$ cat src/rtl/cmos_rtc_pkg.sv
package cmos_rtc_pkg;

   typedef enum logic [2:0] {
      FLD_NONE,
      FLD_SEC,
      FLD_MIN,
      FLD_HOUR,
      FLD_DAY,
      FLD_MON,
      FLD_YEAR
   } time_field_e;

   localparam logic [7:0] IDX_SEC  = 8'h00;
   localparam logic [7:0] IDX_MIN  = 8'h02;
   localparam logic [7:0] IDX_HOUR = 8'h04;
   localparam logic [7:0] IDX_DAY  = 8'h07;
   localparam logic [7:0] IDX_MON  = 8'h08;
   localparam logic [7:0] IDX_YEAR = 8'h09;

   typedef struct packed {
      logic [6:0] year;
      logic [3:0] mon;
      logic [4:0] day;
      logic [4:0] hour;
      logic [5:0] min;
      logic [5:0] sec;
   } rtc_time_t;

   function automatic logic [4:0] month_days(input logic [3:0] mon, input logic leap);
      logic [4:0] d;
      case (mon)
         4'd2:                    d = leap ? 5'd29 : 5'd28;
         4'd4, 4'd6, 4'd9, 4'd11: d = 5'd30;
         default:                 d = 5'd31;
      endcase
      return d;
   endfunction

endpackage

$ cat src/rtl/cmos_tick_div.sv
module cmos_tick_div #(
   parameter int unsigned DIV_COUNT = 1193182
) (
   input  logic clk,
   input  logic rst_n,
   input  logic ref_en,
   output logic tick
);
   localparam int unsigned CW = (DIV_COUNT > 1) ? $clog2(DIV_COUNT) : 1;

   if (DIV_COUNT < 2) begin : g_bad_div
      $error("cmos_tick_div: DIV_COUNT must be at least 2");
   end

   logic [CW-1:0] cnt;

   always_ff @(posedge clk) begin
      if (!rst_n) begin
         cnt  <= '0;
         tick <= 1'b0;
      end else begin
         tick <= 1'b0;
         if (ref_en) begin
            if (cnt == CW'(DIV_COUNT - 1)) begin
               cnt  <= '0;
               tick <= 1'b1;
            end else begin
               cnt <= cnt + 1'b1;
            end
         end
      end
   end

   AST_TICK_SINGLE: assert property (@(posedge clk) disable iff (!rst_n)
      tick |=> !tick);
   AST_TICK_FROM_STROBE: assert property (@(posedge clk) disable iff (!rst_n)
      $rose(tick) |-> $past(ref_en));

endmodule

$ cat src/rtl/cmos_time_keeper.sv
module cmos_time_keeper
   import cmos_rtc_pkg::*;
#(
   parameter bit LEAP_EVERY_4 = 1'b1
) (
   input  logic        clk,
   input  logic        rst_n,
   input  logic        tick,
   input  time_field_e wr_sel,
   input  logic [7:0]  wr_val,
   output rtc_time_t   now
);
   localparam logic [5:0] SEC_LAST  = 6'd59;
   localparam logic [5:0] MIN_LAST  = 6'd59;
   localparam logic [4:0] HOUR_LAST = 5'd23;
   localparam logic [3:0] MON_LAST  = 4'd12;
   localparam logic [6:0] YEAR_LAST = 7'd99;

   logic       is_leap;
   logic [4:0] last_day;

   if (LEAP_EVERY_4) begin : g_leap4
      assign is_leap = (now.year[1:0] == 2'b00);
   end else begin : g_noleap
      assign is_leap = 1'b0;
   end

   assign last_day = month_days(now.mon, is_leap);

   always_ff @(posedge clk) begin
      if (!rst_n) begin
         now.sec  <= '0;
         now.min  <= '0;
         now.hour <= '0;
         now.day  <= 5'd1;
         now.mon  <= 4'd1;
         now.year <= '0;
      end else if (wr_sel != FLD_NONE) begin
         case (wr_sel)
            FLD_SEC:  now.sec  <= wr_val[5:0];
            FLD_MIN:  now.min  <= wr_val[5:0];
            FLD_HOUR: now.hour <= wr_val[4:0];
            FLD_DAY:  now.day  <= wr_val[4:0];
            FLD_MON:  now.mon  <= wr_val[3:0];
            FLD_YEAR: now.year <= wr_val[6:0];
            default:  ;
         endcase
      end else if (tick) begin
         if (now.sec >= SEC_LAST) begin
            now.sec <= '0;
            if (now.min >= MIN_LAST) begin
               now.min <= '0;
               if (now.hour >= HOUR_LAST) begin
                  now.hour <= '0;
                  if (now.day >= last_day) begin
                     now.day <= 5'd1;
                     if (now.mon >= MON_LAST) begin
                        now.mon  <= 4'd1;
                        now.year <= (now.year >= YEAR_LAST) ? 7'd0 : now.year + 7'd1;
                     end else begin
                        now.mon <= now.mon + 4'd1;
                     end
                  end else begin
                     now.day <= now.day + 5'd1;
                  end
               end else begin
                  now.hour <= now.hour + 5'd1;
               end
            end else begin
               now.min <= now.min + 6'd1;
            end
         end else begin
            now.sec <= now.sec + 6'd1;
         end
      end
   end

   AST_SEC_STEP: assert property (@(posedge clk) disable iff (!rst_n)
      (tick && wr_sel == FLD_NONE) |=> (now.sec == $past(now.sec) + 6'd1) || (now.sec == 6'd0));
   AST_HOLD_IDLE: assert property (@(posedge clk) disable iff (!rst_n)
      (!tick && wr_sel == FLD_NONE) |=> $stable(now));
   AST_YEAR_WRAP: assert property (@(posedge clk) disable iff (!rst_n)
      (tick && wr_sel == FLD_NONE && now.year == 7'd99 && now.mon == 4'd12 && now.day == 5'd31
       && now.hour == 5'd23 && now.min == 6'd59 && now.sec == 6'd59) |=> (now.year == 7'd0 && now.mon == 4'd1));

endmodule

$ cat src/rtl/cmos_nvram.sv
module cmos_nvram #(
   parameter int unsigned NV_BYTES = 32,
   localparam int unsigned AW = $clog2(NV_BYTES)
) (
   input  logic          clk,
   input  logic          rst_n,
   input  logic          cpu_we,
   input  logic [AW-1:0] cpu_addr,
   input  logic [7:0]    cpu_wdata,
   output logic [7:0]    cpu_rdata,
   input  logic          lnk_we,
   input  logic [AW-1:0] lnk_waddr,
   input  logic [7:0]    lnk_wdata,
   input  logic [AW-1:0] lnk_raddr,
   output logic [7:0]    lnk_rdata
);
   if ((1 << AW) != NV_BYTES || NV_BYTES < 4) begin : g_bad_size
      $error("cmos_nvram: NV_BYTES must be a power of two, at least 4");
   end

   logic [7:0] mem [NV_BYTES];

   for (genvar i = 0; i < NV_BYTES; i++) begin : g_byte
      always_ff @(posedge clk) begin
         if (!rst_n) begin
            mem[i] <= 8'h00;
         end else if (cpu_we && cpu_addr == AW'(i)) begin
            mem[i] <= cpu_wdata;
         end else if (lnk_we && lnk_waddr == AW'(i)) begin
            mem[i] <= lnk_wdata;
         end
      end
   end

   assign cpu_rdata = mem[cpu_addr];
   assign lnk_rdata = mem[lnk_raddr];

   AST_NV_HOLD: assert property (@(posedge clk) disable iff (!rst_n)
      (!cpu_we && !lnk_we) |=> (cpu_addr != $past(cpu_addr)) || (cpu_rdata == $past(cpu_rdata)));

endmodule

$ cat src/rtl/cmos_serial_link.sv
module cmos_serial_link #(
   parameter int unsigned AW          = 5,
   parameter int unsigned SYNC_STAGES = 2,
   parameter int unsigned LINK_IDLE   = 4096
) (
   input  logic          clk,
   input  logic          rst_n,
   input  logic          lnk_clk,
   input  logic          lnk_dat_i,
   output logic          lnk_dat_o,
   output logic [AW-1:0] rd_addr,
   input  logic [7:0]    rd_data,
   output logic          wr_en,
   output logic [AW-1:0] wr_addr,
   output logic [7:0]    wr_data
);
   localparam int unsigned HDR_BITS   = 1 + AW;
   localparam int unsigned FRAME_BITS = HDR_BITS + 8;
   localparam int unsigned CNTW       = $clog2(FRAME_BITS + 1);
   localparam int unsigned IW         = $clog2(LINK_IDLE + 1);

   if (SYNC_STAGES < 2 || AW < 2 || LINK_IDLE < 4) begin : g_bad_cfg
      $error("cmos_serial_link: SYNC_STAGES>=2, AW>=2 and LINK_IDLE>=4 required");
   end

   logic [SYNC_STAGES-1:0] s_clk;
   logic [SYNC_STAGES-1:0] s_dat;
   logic                   clk_q;
   logic                   rise;
   logic                   bit_in;

   for (genvar g = 0; g < SYNC_STAGES; g++) begin : g_sync
      always_ff @(posedge clk) begin
         if (!rst_n) begin
            s_clk[g] <= 1'b0;
            s_dat[g] <= 1'b0;
         end else if (g == 0) begin
            s_clk[g] <= lnk_clk;
            s_dat[g] <= lnk_dat_i;
         end else begin
            s_clk[g] <= s_clk[(g > 0) ? g - 1 : 0];
            s_dat[g] <= s_dat[(g > 0) ? g - 1 : 0];
         end
      end
   end

   assign rise   = s_clk[SYNC_STAGES-1] & ~clk_q;
   assign bit_in = s_dat[SYNC_STAGES-1];

   logic [CNTW-1:0] cnt;
   logic [IW-1:0]   idle;
   logic [AW-1:0]   hdr;
   logic            dir_wr;
   logic [AW-1:0]   addr_q;
   logic [7:0]      sh;

   assign rd_addr = {hdr[AW-2:0], bit_in};

   always_ff @(posedge clk) begin
      if (!rst_n) begin
         clk_q  <= 1'b0;
         cnt    <= '0;
         idle   <= '0;
         hdr    <= '0;
         dir_wr <= 1'b1;
         addr_q <= '0;
         sh     <= 8'hFF;
         wr_en  <= 1'b0;
      end else begin
         clk_q <= s_clk[SYNC_STAGES-1];
         wr_en <= 1'b0;
         if (rise) begin
            idle <= '0;
            if (cnt < CNTW'(HDR_BITS - 1)) begin
               hdr <= {hdr[AW-2:0], bit_in};
               cnt <= cnt + 1'b1;
            end else if (cnt == CNTW'(HDR_BITS - 1)) begin
               dir_wr <= hdr[AW-1];
               addr_q <= rd_addr;
               sh     <= rd_data;
               cnt    <= cnt + 1'b1;
            end else begin
               sh <= {sh[6:0], bit_in};
               if (cnt == CNTW'(FRAME_BITS - 1)) begin
                  cnt   <= '0;
                  wr_en <= dir_wr;
               end else begin
                  cnt <= cnt + 1'b1;
               end
            end
         end else if (idle == IW'(LINK_IDLE)) begin
            cnt <= '0;
         end else begin
            idle <= idle + 1'b1;
         end
      end
   end

   assign wr_addr   = addr_q;
   assign wr_data   = sh;
   assign lnk_dat_o = (!dir_wr && cnt >= CNTW'(HDR_BITS)) ? sh[7] : 1'b1;

   AST_LINK_CNT_RANGE: assert property (@(posedge clk) disable iff (!rst_n)
      cnt < CNTW'(FRAME_BITS));
   AST_LINK_WE_AT_END: assert property (@(posedge clk) disable iff (!rst_n)
      wr_en |-> (cnt == '0) && $past(rise));
   AST_LINK_IDLE_HIGH: assert property (@(posedge clk) disable iff (!rst_n)
      (idle == IW'(LINK_IDLE) && !rise) |=> lnk_dat_o);

endmodule

$ cat src/rtl/cmos_rtc_nv.sv
module cmos_rtc_nv
   import cmos_rtc_pkg::*;
#(
   parameter int unsigned DIV_COUNT    = 1193182,
   parameter int unsigned NV_BYTES     = 32,
   parameter logic [7:0]  NV_BASE      = 8'h10,
   parameter int unsigned SYNC_STAGES  = 2,
   parameter int unsigned LINK_IDLE    = 4096,
   parameter bit          LEAP_EVERY_4 = 1'b1
) (
   input  logic       clk,
   input  logic       rst_n,
   input  logic       tmr_ref_en,
   input  logic       io_addr,
   input  logic       io_rd,
   input  logic       io_wr,
   input  logic [7:0] io_wdata,
   output logic [7:0] io_rdata,
   input  logic       lnk_clk,
   input  logic       lnk_dat_i,
   output logic       lnk_dat_o
);
   localparam int unsigned AW = $clog2(NV_BYTES);

   if (int'(NV_BASE) + NV_BYTES > 256 || NV_BASE <= IDX_YEAR) begin : g_bad_window
      $error("cmos_rtc_nv: RAM window overlaps time registers or exceeds index range");
   end

   logic          tick;
   rtc_time_t     now;
   time_field_e   fld;
   logic [7:0]    idx;
   logic          in_nv;
   logic [AW-1:0] nv_off;
   logic          cpu_nv_we;
   logic [7:0]    cpu_nv_rdata;
   logic [AW-1:0] lnk_raddr;
   logic [7:0]    lnk_rdata;
   logic          lnk_we;
   logic [AW-1:0] lnk_waddr;
   logic [7:0]    lnk_wdata;
   logic [7:0]    data_mux;

   cmos_tick_div #(.DIV_COUNT(DIV_COUNT)) u_div (
      .clk(clk), .rst_n(rst_n), .ref_en(tmr_ref_en), .tick(tick)
   );

   cmos_time_keeper #(.LEAP_EVERY_4(LEAP_EVERY_4)) u_time (
      .clk(clk), .rst_n(rst_n), .tick(tick), .wr_sel(fld), .wr_val(io_wdata), .now(now)
   );

   cmos_nvram #(.NV_BYTES(NV_BYTES)) u_nv (
      .clk(clk), .rst_n(rst_n),
      .cpu_we(cpu_nv_we), .cpu_addr(nv_off), .cpu_wdata(io_wdata), .cpu_rdata(cpu_nv_rdata),
      .lnk_we(lnk_we), .lnk_waddr(lnk_waddr), .lnk_wdata(lnk_wdata),
      .lnk_raddr(lnk_raddr), .lnk_rdata(lnk_rdata)
   );

   cmos_serial_link #(.AW(AW), .SYNC_STAGES(SYNC_STAGES), .LINK_IDLE(LINK_IDLE)) u_link (
      .clk(clk), .rst_n(rst_n), .lnk_clk(lnk_clk), .lnk_dat_i(lnk_dat_i), .lnk_dat_o(lnk_dat_o),
      .rd_addr(lnk_raddr), .rd_data(lnk_rdata),
      .wr_en(lnk_we), .wr_addr(lnk_waddr), .wr_data(lnk_wdata)
   );

   assign in_nv  = ({1'b0, idx} >= {1'b0, NV_BASE}) && ({1'b0, idx} < (9'(NV_BASE) + 9'(NV_BYTES)));
   assign nv_off = idx[AW-1:0] - NV_BASE[AW-1:0];

   always_comb begin
      fld       = FLD_NONE;
      cpu_nv_we = 1'b0;
      if (io_wr && io_addr) begin
         if (in_nv) begin
            cpu_nv_we = 1'b1;
         end else begin
            case (idx)
               IDX_SEC:  fld = FLD_SEC;
               IDX_MIN:  fld = FLD_MIN;
               IDX_HOUR: fld = FLD_HOUR;
               IDX_DAY:  fld = FLD_DAY;
               IDX_MON:  fld = FLD_MON;
               IDX_YEAR: fld = FLD_YEAR;
               default:  fld = FLD_NONE;
            endcase
         end
      end
   end

   always_comb begin
      if (in_nv) begin
         data_mux = cpu_nv_rdata;
      end else begin
         case (idx)
            IDX_SEC:  data_mux = {2'b00, now.sec};
            IDX_MIN:  data_mux = {2'b00, now.min};
            IDX_HOUR: data_mux = {3'b000, now.hour};
            IDX_DAY:  data_mux = {3'b000, now.day};
            IDX_MON:  data_mux = {4'b0000, now.mon};
            IDX_YEAR: data_mux = {1'b0, now.year};
            default:  data_mux = 8'h00;
         endcase
      end
   end

   always_ff @(posedge clk) begin
      if (!rst_n) begin
         idx      <= 8'h00;
         io_rdata <= 8'h00;
      end else begin
         if (io_wr && !io_addr) idx <= io_wdata;
         if (io_rd) io_rdata <= io_addr ? data_mux : idx;
      end
   end

   AST_RDATA_HOLD: assert property (@(posedge clk) disable iff (!rst_n)
      !io_rd |=> $stable(io_rdata));
   AST_UNMAPPED_NO_WRITE: assert property (@(posedge clk) disable iff (!rst_n)
      (io_wr && io_addr && !in_nv && idx != IDX_SEC && idx != IDX_MIN && idx != IDX_HOUR
       && idx != IDX_DAY && idx != IDX_MON && idx != IDX_YEAR && !tick) |=> $stable(now));

endmodule

$ cat config.mk
export PLATFORM = sky130hd
export DESIGN_NAME = cmos_rtc_nv
export DESIGN_NICKNAME = d
export VERILOG_FILES = /design/src/rtl/cmos_rtc_pkg.sv /design/src/rtl/cmos_tick_div.sv /design/src/rtl/cmos_time_keeper.sv /design/src/rtl/cmos_nvram.sv /design/src/rtl/cmos_serial_link.sv /design/src/rtl/cmos_rtc_nv.sv
export SDC_FILE = /design/constraint.sdc
export NUM_CORES = 1
export LEC_CHECK = 0
export BUFFER_PORTS_ARGS = -buffer_cell sky130_fd_sc_hd__buf_2
export CORE_AREA = 4 4 198 200
export CTS_CLUSTER_DIAMETER = 200
export CTS_CLUSTER_SIZE = 20
export DETAILED_ROUTE_END_ITERATION = 8
export DIE_AREA = 0 0 202 204
export GPL_ROUTABILITY_DRIVEN = 0
export PLACE_DENSITY = 0.77
export SLEW_MARGIN = 20
export SYNTH_ARGS = -nofsm -noshare
export SYNTH_HDL_FRONTEND = slang
export SYNTH_SLANG_ARGS = --single-unit
$ cat constraint.sdc
create_clock -name clk -period 2.5 [get_ports clk]
set_input_delay 0.375 -clock clk [delete_from_list [all_inputs] [get_ports clk]]
set_output_delay 0.375 -clock clk [all_outputs]
set_load 0.005 [all_outputs]
After elaboration in Yosys (flattened, before gate mapping)
Memory sizes are Yosys's and may differ from the RTL's.
Cells that the tools add are included.
{"block": "totals", "ff_bits": 113, "mem_bits_rw": 256, "output_inout_bits": 9, "in_bits": 16, "memories": 1, "elab_cells": 623}
{"block": "op_classes", "n_addsub": 10, "reduce_logical": 95, "bitwise_logic": 70, "order_cmp": 10, "mux": 327, "eq_ne": 88}
{"name": "u_nv.mem", "depth": 32, "width": 8, "rd": 2, "rd_ports_with_merged_regs": 0, "write_ports": 32, "line_no": "cmos_nvram.sv:21", "source": "logic [7:0] mem [NV_BYTES];"}
{"op": "8-bit two-way mux", "n": 67}
{"op": "1-bit two-way mux", "n": 230}
{"op": "5-bit == test, second input constant", "n": 32}
{"op": "5-bit by 4-bit == test with 1-bit output, second input constant", "n": 16}
{"op": "1-bit logical AND", "n": 68}
{"op": "33-bit two-way mux", "n": 2}
{"op": "1-bit bitwise OR", "n": 64}
{"op": "21-bit two-way mux", "n": 2}
{"op": "7-bit one-hot mux with 6 select lines", "n": 1}
{"op": "5-bit by 3-bit == test with 1-bit output, second input constant", "n": 8}
{"op": "4-bit two-way mux", "n": 7}
{"op": "27-bit two-way mux", "n": 1}
{"op": "6-bit two-way mux", "n": 4}
{"op": "21-bit by 1-bit adder with 21-bit output, second input constant", "n": 1}
{"op": "21-bit == test, second input constant", "n": 1}
{"op": "7-bit two-way mux", "n": 3}
{"op": "5-bit by 2-bit == test with 1-bit output, second input constant", "n": 4}
{"op": "5-bit two-way mux", "n": 4}
{"op": "3-bit one-hot mux with 6 select lines", "n": 1}
{"op": "8-bit by 3-bit == test with 1-bit output, second input constant", "n": 2}
{"op": "8-bit by 4-bit == test with 1-bit output, second input constant", "n": 2}
{"op": "16-bit two-way mux", "n": 1}
{"op": "2-bit nonzero test", "n": 7}
{"op": "13-bit by 1-bit adder with 13-bit output, second input constant", "n": 1}
{"op": "other kinds (43)", "n": 71}

Depth between registers and ports, before layout
{"block": "depth", "word_depth": 10, "ltp_mapped": 13, "depth_no_buf": 12}

Hierarchy
Synthesis repeated with hierarchy kept, for this count alone.
{"block": "unflattened", "cells_unflattened": 1903, "hier_area_um2": 21896.0}
{"mod": "cmos_nvram", "seq_area_each_um2": 7687.4, "cells_per_inst": 1129, "area_each_um2": 15444.8, "n_inst": 1}
{"mod": "cmos_time_keeper", "seq_area_each_um2": 660.6, "cells_per_inst": 278, "area_each_um2": 2125.8, "n_inst": 1}
{"mod": "cmos_serial_link", "seq_area_each_um2": 840.8, "cells_per_inst": 217, "area_each_um2": 1984.4, "n_inst": 1}
{"mod": "cmos_rtc_nv", "seq_area_each_um2": 320.3, "cells_per_inst": 156, "area_each_um2": 1277.5, "n_inst": 1}
{"mod": "cmos_tick_div", "seq_area_each_um2": 440.4, "cells_per_inst": 123, "area_each_um2": 1063.5, "n_inst": 1}

Least setup slack after synthesis
No wires, ideal clock.
{"block": "synth_path", "path_kind": "reg2reg", "start": "register, netlist name u_time.now[22]", "end": "register, netlist name u_time.now[28]", "required_ps": 2368, "t_arrival_ps": 2332, "path_stages_with_launch": 14, "n_path_buf": 1, "setup_ps": 132, "slack_ps": 36, "period_less_slack_ps": 2464, "path_cell_list": "dfxtp_1 inv_1 ha_1 o21ai_0 o21ai_0 o21ai_0 ha_1 nand2b_1 a21oi_1 or4_1 o2bb2ai_2 buf_6 o21ai_0 a21oi_1"}
{"block": "synth_between", "elab_chain_cells": 6, "elab_cells_between_ends": 12, "classes_between": "order compare (2); eq/ne (5); mux (1); reduce/logical (4)"}
{"element": "4-bit by 3-bit == test with 1-bit output or 4-bit == test (tied branches)", "line_no": "cmos_rtc_pkg.sv:31", "source": "case (mon)"}
{"element": "4-bit OR reduction", "line_no": "cmos_rtc_pkg.sv:31"}
{"element": "5-bit one-hot mux with 2 select lines", "line_no": "cmos_rtc_pkg.sv:31"}
{"element": "5-bit greater-or-equal comparator", "line_no": "cmos_time_keeper.sv:55", "source": "if (now.day >= last_day) begin"}
{"element": "2-bit nonzero test (no line)"}
{"element": "7-bit AND reduction (no line) *"}
Mark *: on every way between the ends. The rest lies on a longest branch, timed or not.
A chain may end at the register's enable or synchronous reset.

Final worst setup path
{"block": "layout_path", "start": "register, netlist name u_time.now[22]", "end": "register, netlist name u_time.now[32]"}
{"block": "layout_between", "elab_chain_cells": 6, "elab_cells_between_ends": 12, "classes_between": "order compare (2); eq/ne (5); mux (1); reduce/logical (4)"}
{"element": "4-bit by 3-bit == test with 1-bit output or 4-bit == test (tied branches)", "line_no": "cmos_rtc_pkg.sv:31"}
{"element": "4-bit OR reduction", "line_no": "cmos_rtc_pkg.sv:31"}
{"element": "5-bit one-hot mux with 2 select lines", "line_no": "cmos_rtc_pkg.sv:31"}
{"element": "5-bit greater-or-equal comparator", "line_no": "cmos_time_keeper.sv:55"}
{"element": "2-bit nonzero test (no line)"}
{"element": "7-bit AND reduction (no line) *"}
Marks and branches as above.

==> out/results.ini <==
[clock_tree]
clockBufferDepth=3
cts-root-buf=clkbuf_16
h-tree-depth=1
cts_inserted_buffers=22
cts_tree=built
clock-sinks=369
clock_latency_ns=0.58
clk_pin_slew_ns=0.09

[floorplan]
die_w_um=202
core_area_mm2=0.03740
die_area_mm2=0.04121
fp.dieH_um=204
start_util_pct=57.75
io-pin-count=25
num_rows=71

[critical_path]
slowest_stage=or4_4
critPathKind=reg2reg
critPathCapture=u_time.now[32]$_SDFFE_PN0P_
crit_required_ns=2.98
critPathMaxFanout=7
startpoint_type=flop
r2r_end=u_time.now[32]$_SDFFE_PN0P_
cp-end-kind=flop
reg2reg_setup_slack_ns=-0.07
crit_start=u_time.now[22]$_SDFFE_PN1P_
worstPathCellList=buf_6 > ha_4 > nor2_4 > o21ai_2 > o21ai_1 > ha_1 > nand2b_4 > a21oi_4 > or4_4 > o2bb2ai_4 > a211o_1 > a21oi_2
arrival_ns=3.05
crit_path_max_incr_delay_ns=0.60
reg2reg_from=u_time.now[22]$_SDFFE_PN1P_
ff2ff_path_depth=12

[routing]
firstDrtPassIters=8
vias_per_cell=7.405
vias=18390
drt_iter0_drc=3055
wl_per_cell_um=29.00
drc_errors=0
detail-route-antenna-nets=0
wl_um=72000

[grt]
grt_pass1_vias=17460
gr-total-overflow=0
grt_usage_pct=33.72
grt_pass1_wl_um=107200
grt_max_degree=57
antenna_found_initial=2

[logic_synthesis]
post-synth-top-area-cell=edfxtp_1
avgSynthCellArea_um2=11.53
synth_seq_area_share_pct=46.07
synth-edff-count=256
ys_async_sr_fraction_pct=0
netlist_top_cells_count=a22o_1, edfxtp_1, nor2_1
synth_cells=1873
syn_area_mm2=0.02160
synth_cell_type_count=78
ys_seq_elements=369
yosysWarnings=0
synth_top_area_share_pct=35.59
synth.most_common_cell=a22o_1
synth-main-ff-cell=edfxtp_1
synthesis.nets=1909
synthTopCellsByArea=edfxtp_1, mux4_2, a22o_1, dfxtp_1, mux2i_1

[sta]
layout_worst_path_cycle_share_pct=102.7
fin_setup_tns_ns=-0.2336
max_freq_mhz=389.5
fin_crit_ns=2.568
skew_ns=0.03948
setup_ws_ns=-0.06751
tightest_slew_ns=1.114
slew_headroom_pct=25.74
setup-violations-final=7
hold_violations=0
rsz0062_at_grt=yes
maxSlewViolCount=0

[power_and_ir_drop]
irDropWorstVdd_v=0.0003361
power_density_mw_per_mm2=492.6
power_leakage_nw=8.453

[job]
maxCapViolCount=0

[final_layout]
final_area_mm2=0.02427
drive_above_1_share_pct=23.49
n_fill_cell=2713
syn_to_final_growth_pct=12.37
fin_nets=1993

[placement]
post-dp-hpwl_um=50320
dpl-instance-area_mm2=0.02334
pre_cts_slack_ns=-0.1804
portBuffers=24

[outcome]
status=finished with violations
violations=negative setup slack

[hold_path]
hold_path.class=in2reg

## layout make-up
class | instances | area, um^2 | share of cell area [%]
clock buffers | 36 | 603.1 | 2.485
repair buffers | 233 | 1881 | 7.749
inverters | 23 | 88.84 | 0.3661
diodes | 1 | 2.502 | 0.01031
flip-flops and latches | 369 | 9971 | 41.09
well taps | 511 | 639.4 | 2.635
multi-input cells | 1308 | 11050 | 45.54
clock inverters | 2 | 32.53 | 0.1340
## cells by family (layout without fill, tap and decap cells)
kind of cell / Yosys count / in the layout / share of synthesized area (%)
AND/OR/NAND/NOR: 521 / 521 / 12.11
adder cells (fa/ha/maj): 20 / 20 / 1.159
multiplexers: 199 / 199 / 16.45
XOR/XNOR: 30 / 30 / 1.217
other: 0 / 1 / 0
flip-flops: 369 / 369 / 46.07
buffers and inverters: 197 / 294 / 3.864
AO/OA/AOI/OAI: 537 / 538 / 19.13
## routing by layer
metal  global-route usage (%)  part of all wire [%]
met5                        0                0.0097
met4                    17.65                   7.0
met3                    9.711                    15
met2                    50.88                    43
met1                    44.72                    34
## layout by cell type, fill, tap and decap left out, types with 16 or more instances in the layout
master,Yosys,final
nor2_1,152,151
nand3_1,63,61
nand4_1,19,19
buf_4,9,193
a22oi_1,19,18
nand2_1,120,119
mux2i_1,67,66
a21oi_1,61,58
clkbuf_16,0,22
buf_2,24,24
o221ai_1,21,21
nand2b_1,20,19
and3_1,21,20
nor2b_1,17,16
ha_1,20,16
xor2_1,21,21
nand3b_1,17,17
inv_1,23,20
dfxtp_1,113,104
a22o_1,266,266
o21ai_0,61,57
edfxtp_1,256,256
mux4_2,124,124
## worst min path at each step
stage	endpoint	start	slack, ns	cells past startpoint
2_1_floorplan	u_link.bit_in$_SDFF_PN0_	u_link.s_dat[0]$_SDFF_PN0_	0.41	1
3_3_place_gp	u_link.s_clk[1]$_SDFF_PN0_	u_link.s_clk[0]$_SDFF_PN0_	0.45	1
3_5_place_dp	u_link.s_clk[1]$_SDFF_PN0_	u_link.s_clk[0]$_SDFF_PN0_	0.45	1
4_1_cts	u_link.s_clk[0]$_SDFF_PN0_	lnk_clk	0.01	2
5_1_grt	u_link.s_clk[0]$_SDFF_PN0_	lnk_clk	0.03	2
6_report	u_link.s_clk[0]$_SDFF_PN0_	lnk_clk	0.03	2
## metrics by stage
step	hold slack (ns)	cells	utilization, %	power [mW]
after floorplan	0.4119	1873	-	7.704
after global placement	0.4492	2435	62.37	8.197
after detailed placement	0.4494	2435	62.40	8.235
after CTS	0.01382	2474	64.22	11.85
after global routing	0.02563	2482	64.88	12.24
final	0.02516	2483	64.89	11.96
## critical path: cells and delay by family, from the launching register on
kind                       cells  cell delay [ns]
DFF                            1             0.35
AOI/OAI and AO/OA              6             0.85
buffers and inverters          1             0.12
adders and majority gates      2             0.42
and+or+nand+nor                3             0.76
## state kept, by name (all words and copies together), names as in the netlist, 8 cells and up
signal and cells:
u_nv.mem 256, u_time.now 33, u_div.cnt 21, u_link.idle 13
idx 8, io_rdata 8, u_link.wr_data 8
## where the power goes
part / total (mW) / internal [mW] / leakage, nW / switching [mW]
logic: 1.36 / 0.534 / 4.59 / 0.822
clock network: 3.76 / 1.68 / 0.301 / 2.08
registers: 6.84 / 6.68 / 3.56 / 0.156
## repair_timing
action / 4_1_cts / 5_1_grt
setup buffers: 0 / 8
setup endpoints to repair: 20 / 130
resized for setup: 9 / 37
hold buffers: 0 / 0
pin swaps: 2 / 12
gates cloned: 1 / 0
Power figures use the tool's default switching activity.
